File: src/rtl/lut_cell_pkg.sv
package lut_cell_pkg;
  localparam int unsigned TBL_IN_W  = 3;
  localparam int unsigned TBL_OUT_W = 2;
  localparam int unsigned TBL_COUNT = 2;

  typedef enum logic {
    CFG_TABLE  = 1'b0,
    CFG_SELECT = 1'b1
  } cfg_kind_e;

  function automatic int unsigned idx_width(int unsigned n);
    return (n > 1) ? $clog2(n) : 1;
  endfunction
endpackage

File: src/rtl/lut_table.sv
module lut_table #(
  parameter int unsigned IN_W  = 3,
  parameter int unsigned OUT_W = 2,
  localparam int unsigned DEPTH = 1 << IN_W
) (
  input  logic             clk,
  input  logic             rst,
  input  logic             wr_en,
  input  logic [IN_W-1:0]  wr_word,
  input  logic [OUT_W-1:0] wr_val,
  input  logic [IN_W-1:0]  rd_word,
  output logic [OUT_W-1:0] rd_val
);
  logic [DEPTH-1:0][OUT_W-1:0] words;

  always_ff @(posedge clk) begin
    if (wr_en) words[wr_word] <= wr_val;
  end

  assign rd_val = words[rd_word];

  assert_table_write_R1: assert property (@(posedge clk) disable iff (rst)
    wr_en |=> words[$past(wr_word)] == $past(wr_val));

  assert_table_hold_R7: assert property (@(posedge clk) disable iff (rst)
    !wr_en |=> $stable(words));
endmodule

File: src/rtl/out_stage.sv
module out_stage #(
  parameter int unsigned W = 2
) (
  input  logic         clk,
  input  logic         rst,
  input  logic [W-1:0] raw,
  input  logic [W-1:0] use_reg,
  output logic [W-1:0] y
);
  logic [W-1:0] held;

  always_ff @(posedge clk) begin
    if (rst) held <= '0;
    else     held <= raw;
  end

  for (genvar b = 0; b < W; b++) begin : g_pick
    assign y[b] = use_reg[b] ? held[b] : raw[b];
  end

  assert_reset_clears_R4: assert property (@(posedge clk) disable iff (rst)
    $past(rst) |-> held == '0);

  assert_reg_follows_R3: assert property (@(posedge clk) disable iff (rst)
    !$past(rst) |-> held == $past(raw));
endmodule

File: src/rtl/lut_logic_cell.sv
module lut_logic_cell
  import lut_cell_pkg::*;
#(
  parameter int unsigned IN_W  = TBL_IN_W,
  parameter int unsigned OUT_W = TBL_OUT_W,
  parameter int unsigned N_TBL = TBL_COUNT,
  localparam int unsigned TSEL_W = idx_width(N_TBL),
  localparam int unsigned CFG_AW = 1 + TSEL_W + IN_W,
  localparam int unsigned OUT_N  = N_TBL * OUT_W
) (
  input  logic              clk,
  input  logic              rst,
  input  logic [IN_W-1:0]   lg_in,
  input  logic              cfg_we,
  input  logic [CFG_AW-1:0] cfg_addr,
  input  logic [OUT_W-1:0]  cfg_data,
  output logic [OUT_N-1:0]  lg_out
);
  cfg_kind_e                    kind;
  logic [TSEL_W-1:0]            tsel;
  logic [IN_W-1:0]              word;
  logic [N_TBL-1:0][OUT_W-1:0]  sel_q;

  assign kind = cfg_kind_e'(cfg_addr[CFG_AW-1]);
  assign tsel = cfg_addr[IN_W +: TSEL_W];
  assign word = cfg_addr[IN_W-1:0];

  always_ff @(posedge clk) begin
    if (cfg_we && kind == CFG_SELECT) sel_q[tsel] <= cfg_data;
  end

  for (genvar t = 0; t < N_TBL; t++) begin : g_tbl
    logic [OUT_W-1:0] raw;
    logic             hit;

    assign hit = cfg_we && (kind == CFG_TABLE) && (tsel == TSEL_W'(t));

    lut_table #(.IN_W(IN_W), .OUT_W(OUT_W)) u_tbl (
      .clk(clk), .rst(rst), .wr_en(hit), .wr_word(word), .wr_val(cfg_data),
      .rd_word(lg_in), .rd_val(raw)
    );

    out_stage #(.W(OUT_W)) u_out (
      .clk(clk), .rst(rst), .raw(raw), .use_reg(sel_q[t]),
      .y(lg_out[t*OUT_W +: OUT_W])
    );
  end

  assert_select_write_R6: assert property (@(posedge clk) disable iff (rst)
    (cfg_we && kind == CFG_SELECT) |=> sel_q[$past(tsel)] == $past(cfg_data));

  assert_select_hold_R7: assert property (@(posedge clk) disable iff (rst)
    !cfg_we |=> $stable(sel_q));
endmodule

File: config.mk
export PLATFORM = sky130hd
export DESIGN_NAME = lut_logic_cell
export DESIGN_NICKNAME = d
export VERILOG_FILES = /design/src/rtl/lut_cell_pkg.sv /design/src/rtl/lut_table.sv /design/src/rtl/out_stage.sv /design/src/rtl/lut_logic_cell.sv
export SDC_FILE = /design/constraint.sdc
export NUM_CORES = 1
export LEC_CHECK = 0
export ABC_AREA = 1
export CORE_ASPECT_RATIO = 1.5
export CORE_UTILIZATION = 56
export CTS_BUF_LIST = sky130_fd_sc_hd__clkbuf_16
export DETAILED_ROUTE_END_ITERATION = 8
export GPL_TIMING_DRIVEN = 0
export HOLD_SLACK_MARGIN = 0.05
export PLACE_DENSITY = 0.78
export SYNTH_ARGS = -nofsm -noshare
export SYNTH_HDL_FRONTEND = slang
export SYNTH_HIERARCHICAL = 1
export SYNTH_SLANG_ARGS = --single-unit
export TNS_END_PERCENT = 30
File: constraint.sdc
create_clock -name clk -period 1.1 [get_ports clk]
set_input_delay 0.11 -clock clk [delete_from_list [all_inputs] [get_ports clk]]
set_output_delay 0.11 -clock clk [all_outputs]
set_load 0.1 [all_outputs]
## Word level (Yosys, flattened, before mapping)

Index checks and enable logic that the tools add are counted.

- Bits in latches: 0
- Flip-flop bits (word level): 40
- RAM bits: 0
- Memories: 0
- Memory bits (read-only): 0
- Input bits: 13

- Reductions and logical operators: 6
- Order comparisons: 5
- Bitwise operators: 2
- Add/subtract/negate cells: 0
- Shifts and indexed selects: 0
- Equality and inequality tests: 0
- Multiplexer cells: 15
- $mul: 0
- Divide/modulo/power cells: 0

Operators with widths:

| cell | number |
|---|---|
| $bwmux 16 | 2 |
| $bmux 2 s3 | 2 |
| $lt 3x4->1 const B | 2 |
| $mux 2 | 4 |
| $demux 2 s3 | 1 |
| $logic_and 1x1->1 | 6 |
| $bwmux 4 | 1 |
| $mux 1 | 4 |
| $ge 3x1->1 const B | 1 |
| $demux 2 s1 | 1 |
| $lt 1x2->1 const B | 1 |
| $not 1->1 | 2 |
| $ge 1x1->1 const B | 1 |

## Longest topological paths before layout

- Depth in word-level cells: 5
- Depth in mapped cells: 9
- Mapped depth without buffers: 8

## Hierarchy

The synthesis kept the hierarchy.

By module, submodules not included:

| module | cells an instance | area each (um^2) | instances |
|---|---|---|---|
| lut_table | 87 | 774.5 | 2 |
| out_stage | 14 | 85.1 | 2 |
| lut_logic_cell | 12 | 150.1 | 1 |

## Worst setup path after synthesis

OpenSTA, ideal clock, no wires.

- Kind: reg-to-output
- From: register g_tbl[0].u_tbl/words[12] (netlist bit)
- To: output port lg_out[0]
- Buffers on the path: 0
- Setup slack: -0.315 ns
- Stages on the path, launching flop included: 9
- Data arrival time: 1.305 ns
- Required time: 0.990 ns
- Cell sequence: edfxtp_1 > inv_2 > nand2_2 > nand3_1 > nand2_1 > nand2_1 > nand2_1 > nand2_1 > nand2_1

- Word-level cells in the longest chain between the ends: 3

Ends and longest elaborated chain:

| what | line | source |
|---|---|---|
| start, declared | lut_table.sv:14 | `logic [DEPTH-1:0][OUT_W-1:0] words;` |
| start signal, assigned by index | lut_table.sv:17 | `if (wr_en) words[wr_word] <= wr_val;` |
| $bmux 2 s3 | lut_table.sv:20 | `assign rd_val = words[rd_word];` |
| $mux 2 (not written as such) | lut_table.sv:20 |  |
| via g_tbl[0].raw[0] | lut_logic_cell.sv:33 | `logic [OUT_W-1:0] raw;` |
| $mux 1 | out_stage.sv:18 | `assign y[b] = use_reg[b] ? held[b] : raw[b];` |
| end, declared | lut_logic_cell.sv:17 | `output logic [OUT_N-1:0] lg_out` |

The timed path passes the listed nets, and every way through them passes these cells. The select of a mux whose other input is x is not followed.

## Worst setup path in the final report

- From: register g_tbl[1].u_tbl/words[3] (netlist bit)
- To: output port lg_out[3]

- Word-level cells in the longest chain between the ends: 3

Ends and longest elaborated chain:

| what | line |
|---|---|
| start, declared | lut_table.sv:14 |
| start signal, assigned by index | lut_table.sv:17 |
| $bmux 2 s3 | lut_table.sv:20 |
| $mux 2 (not written as such) | lut_table.sv:20 |
| via g_tbl[1].raw[1] | lut_logic_cell.sv:33 |
| $mux 1 | out_stage.sv:18 |

The timed path passes the listed nets, and every way through them passes these cells. The select of a mux whose other input is x is not followed.

==> results.toml <==
[floorplanning]
floorplan_die_area_mm2 = 0.00358
die_y_um = 72.8
initial_utilization_pct = 59.2
core_region_area_mm2 = 0.00316
rows = 25
chipWidth_um = 49.2
boundaryPins = 17

[worst_setup_path]
cp.arrival_ps = 1370
cp_depth = 9
count_of_cells_along_the_worst_register_to_register_path = 9
cp_slowest_stage_delay_ps = 360
rr_endpoint = "g_tbl[0].u_out/held[1]"
cp-start-kind = "flop"
slowest_stage = "sky130_fd_sc_hd__edfxtp_1"
cp-endpoint = "lg_out[3]"
critical_path_buf_inv_count = 2
cp_data_required_time_ps = 990
cp_top_family = "simple AND/OR/NAND/NOR gates"
cp_max_fo = 2
startpoint = "g_tbl[1].u_tbl/words[3]"
crit_path_cells = "inv_1 -> nand2_1 -> nand3_1 -> nand2_1 -> nand2_1 -> nand2_2 -> nand2_2 -> nand2_2 -> buf_12"
setup.reg_to_reg.worst_slack_ps = 40
worst-setup-path-type = "flop to output pin"
endpoint_type_of_the_worst_setup_path = "output pin"
worstReg2RegStart = "g_tbl[0].u_tbl/words[11]"

[pwr]
power_density_mw_per_mm2 = 1630
vdd.ir_drop.worst_mv = 1.13
power.static_leakage_nw = 1.13

[global_routing]
globalRoute.totalOverflow = 0
antenna_violations_before_repair = 0
grt_pass1_wl_um = 6010
via_count_of_the_first_global_routing_pass = 1415
maximum_number_of_pins_on_one_net_before_global_route_repair = 19
grt_util_all_layers_pct = 23.0

[synth]
synth.largest_area_cell = "sky130_fd_sc_hd__edfxtp_1"
syn-cell-area_mm2 = 0.00187
post_synth_main_area_contributors = "sky130_fd_sc_hd__edfxtp_1 (58%), sky130_fd_sc_hd__nand2_1 (15%), sky130_fd_sc_hd__inv_1 (7.6%)"
synth_seq_area_share_pct = 62.1
synthesis.area_per_instance_um2 = 8.74
postSynthCellCount = 214
synth-warning-count = 6
ys_types = 10
yosys_register_bits = 40
netlist.area_leader.share_pct = 57.8
syn-num-nets = 227

[sta]
finalHoldViolations = 0
setup-tns-final_ps = -1400
final_max_slew_viol_count = 0
clock.fmax_mhz = 675
timing_worst_slew_pin_value_ps = 665
period_needed_ps = 1480
final_critical_path_setup_slack_ps = -381
setup_repair_after_global_routing_missed_its_margin = "yes"
timing.final.setup_violations = 4
fraction_of_the_cycle_the_final_worst_path_needs_pct = 135
fin_skew_ps = 3.43
relSlewSlack_pct = 55.6

[final_layout]
antenna_cells_inserted = 0
nets = 250
synthToLayoutAreaGrowth_pct = 30.8
final_cells = 277
final_core_utilization_pct = 77.4
layout.cells.most_common = "sky130_fd_sc_hd__nand2_1"
layout.cells.most_common_list = "sky130_fd_sc_hd__nand2_1 (59), sky130_fd_sc_hd__inv_1 (36), sky130_fd_sc_hd__edfxtp_1 (36)"
final_area_mm2 = 0.00244
layout-drive-gt1-share_pct = 29.5

[clock_tree]
cts.reportedPaths.clkPinSlew_ps = 50
cts_max_level = 2
clock_network_latency_to_the_later_pin_of_the_worst_skew_pair_ps = 270
tritoncts_buffers = 5
cts_num_sinks = 40
tritoncts_clock_tree = "built"
clock_tree.root_cell = "sky130_fd_sc_hd__clkbuf_16"
clock_path_buffers = 2

[route]
via_cell_ratio = 4.91
detailed_router_s_first_iteration_violation_count = 44
drc = 0
drt_pass1_iterations = 4
detail_route.wl_per_cell_um = 13.7
detail-route-antenna-nets = 0
route.final.wire_length_um = 3800
detailroute.via_count = 1359

[job]
max_cap_violations = 0

[place]
port_buffers = 15
number_of_instances_in_the_placed_design = 269
place_area_mm2 = 0.00208
place_worst_setup_slack_ps = -1470
place_hpwl_um = 2400
gpl.final_weighted_congestion = 0.821

[status]
result_of_the_run = "finished, violations left"
failed_checks = "setup timing"

[min_path]
hold_class = "primary input to flop"
## through the flow
stage               hold WS (ps)  power, mW
finish                       294       3.98
global route                 323       4.08
CTS                          369       3.98
detailed placement           655       2.12
global placement             644       2.11
floorplan                    181       1.98
## flip-flops by register name, summed over array words and instances (netlist names)
name	count
g_tbl.u_tbl/words	32
g_tbl.u_out/held	4
sel_q	4
## cell usage after synthesis
| cell | n |
|---|---|
| sky130_fd_sc_hd__nand2_1 | 74 |
| sky130_fd_sc_hd__inv_1 | 38 |
| sky130_fd_sc_hd__edfxtp_1 | 36 |
| sky130_fd_sc_hd__nor2_1 | 24 |
| sky130_fd_sc_hd__nand3_1 | 16 |
| sky130_fd_sc_hd__inv_2 | 14 |
| sky130_fd_sc_hd__dfxtp_1 | 4 |
| sky130_fd_sc_hd__nand2_2 | 4 |
| sky130_fd_sc_hd__buf_6 | 2 |
| sky130_fd_sc_hd__inv_6 | 2 |
## per-layer routing
metal	up-vias	wire length, um	global-route usage, %
met3	12	188	4.17
met5	-	0	0
met1	619	1440	24.0
met4	0	83	11.4
met2	42	2090	43.5
li1	686	-	-
## worst min-delay path by stage
stage / start / endpoint / slack (ps) / cells after the start
final: cfg_addr[4] / sel_q[2] / 290 / 3
after global routing: cfg_addr[4] / sel_q[2] / 320 / 3
after CTS: lg_in[0] / g_tbl[1].u_out/held[0] / 370 / 8
after detailed placement: lg_in[0] / g_tbl[1].u_out/held[0] / 650 / 8
after global placement: lg_in[0] / g_tbl[0].u_out/held[1] / 640 / 8
after floorplan: rst / g_tbl[0].u_out/held[0] / 180 / 1
## repair_timing
action / 4_1_cts / 5_1_grt
hold endpoints to repair: 0 / 0
pin swaps: 15 / 10
setup buffers: 0 / 1
setup endpoints to repair: 40 / 36
hold buffers: 0 / 0
gates resized for setup: 65 / 20
## worst reg2reg max path, stage by stage, from the launching register on
cell and delay [ps]:
sky130_fd_sc_hd__edfxtp_1 380, sky130_fd_sc_hd__inv_1 60, sky130_fd_sc_hd__nand2_1 50, sky130_fd_sc_hd__nand3_1 80, sky130_fd_sc_hd__nand2_1 50, sky130_fd_sc_hd__nand2_1 50
sky130_fd_sc_hd__nand2_1 80, sky130_fd_sc_hd__buf_4 140, sky130_fd_sc_hd__inv_2 30, sky130_fd_sc_hd__nor2_1 30
## where the power goes
group / switching, mW / internal (mW) / total [mW] / leakage, nW
sequential: 0.0107 / 1.69 / 1.70 / 0.358
combinational: 0.315 / 0.161 / 0.476 / 0.685
clock: 0.523 / 1.29 / 1.81 / 0.0899
## kinds of logic (layout without fill, tap and decap cells)
| kind of cell | count (synthesis) | after routing | share of synthesized area, % |
|---|---|---|---|
| buffers and inverters | 56 | 79 | 12.6 |
| DFF | 40 | 40 | 62.1 |
| and+or+nand+nor | 118 | 118 | 25.3 |
## layout make-up
cell class / count / area [um2]
repair buffers: 16 / 198
clock buffers: 5 / 125
multi-input cells: 118 / 616
fillers: 216 / 714
well taps: 40 / 50.0
inverters: 54 / 213
plain buffers: 2 / 22.5
flip-flops and latches: 40 / 1160
clock inverters: 2 / 60.1
No activity file was read; power rests on OpenSTA's default activity.
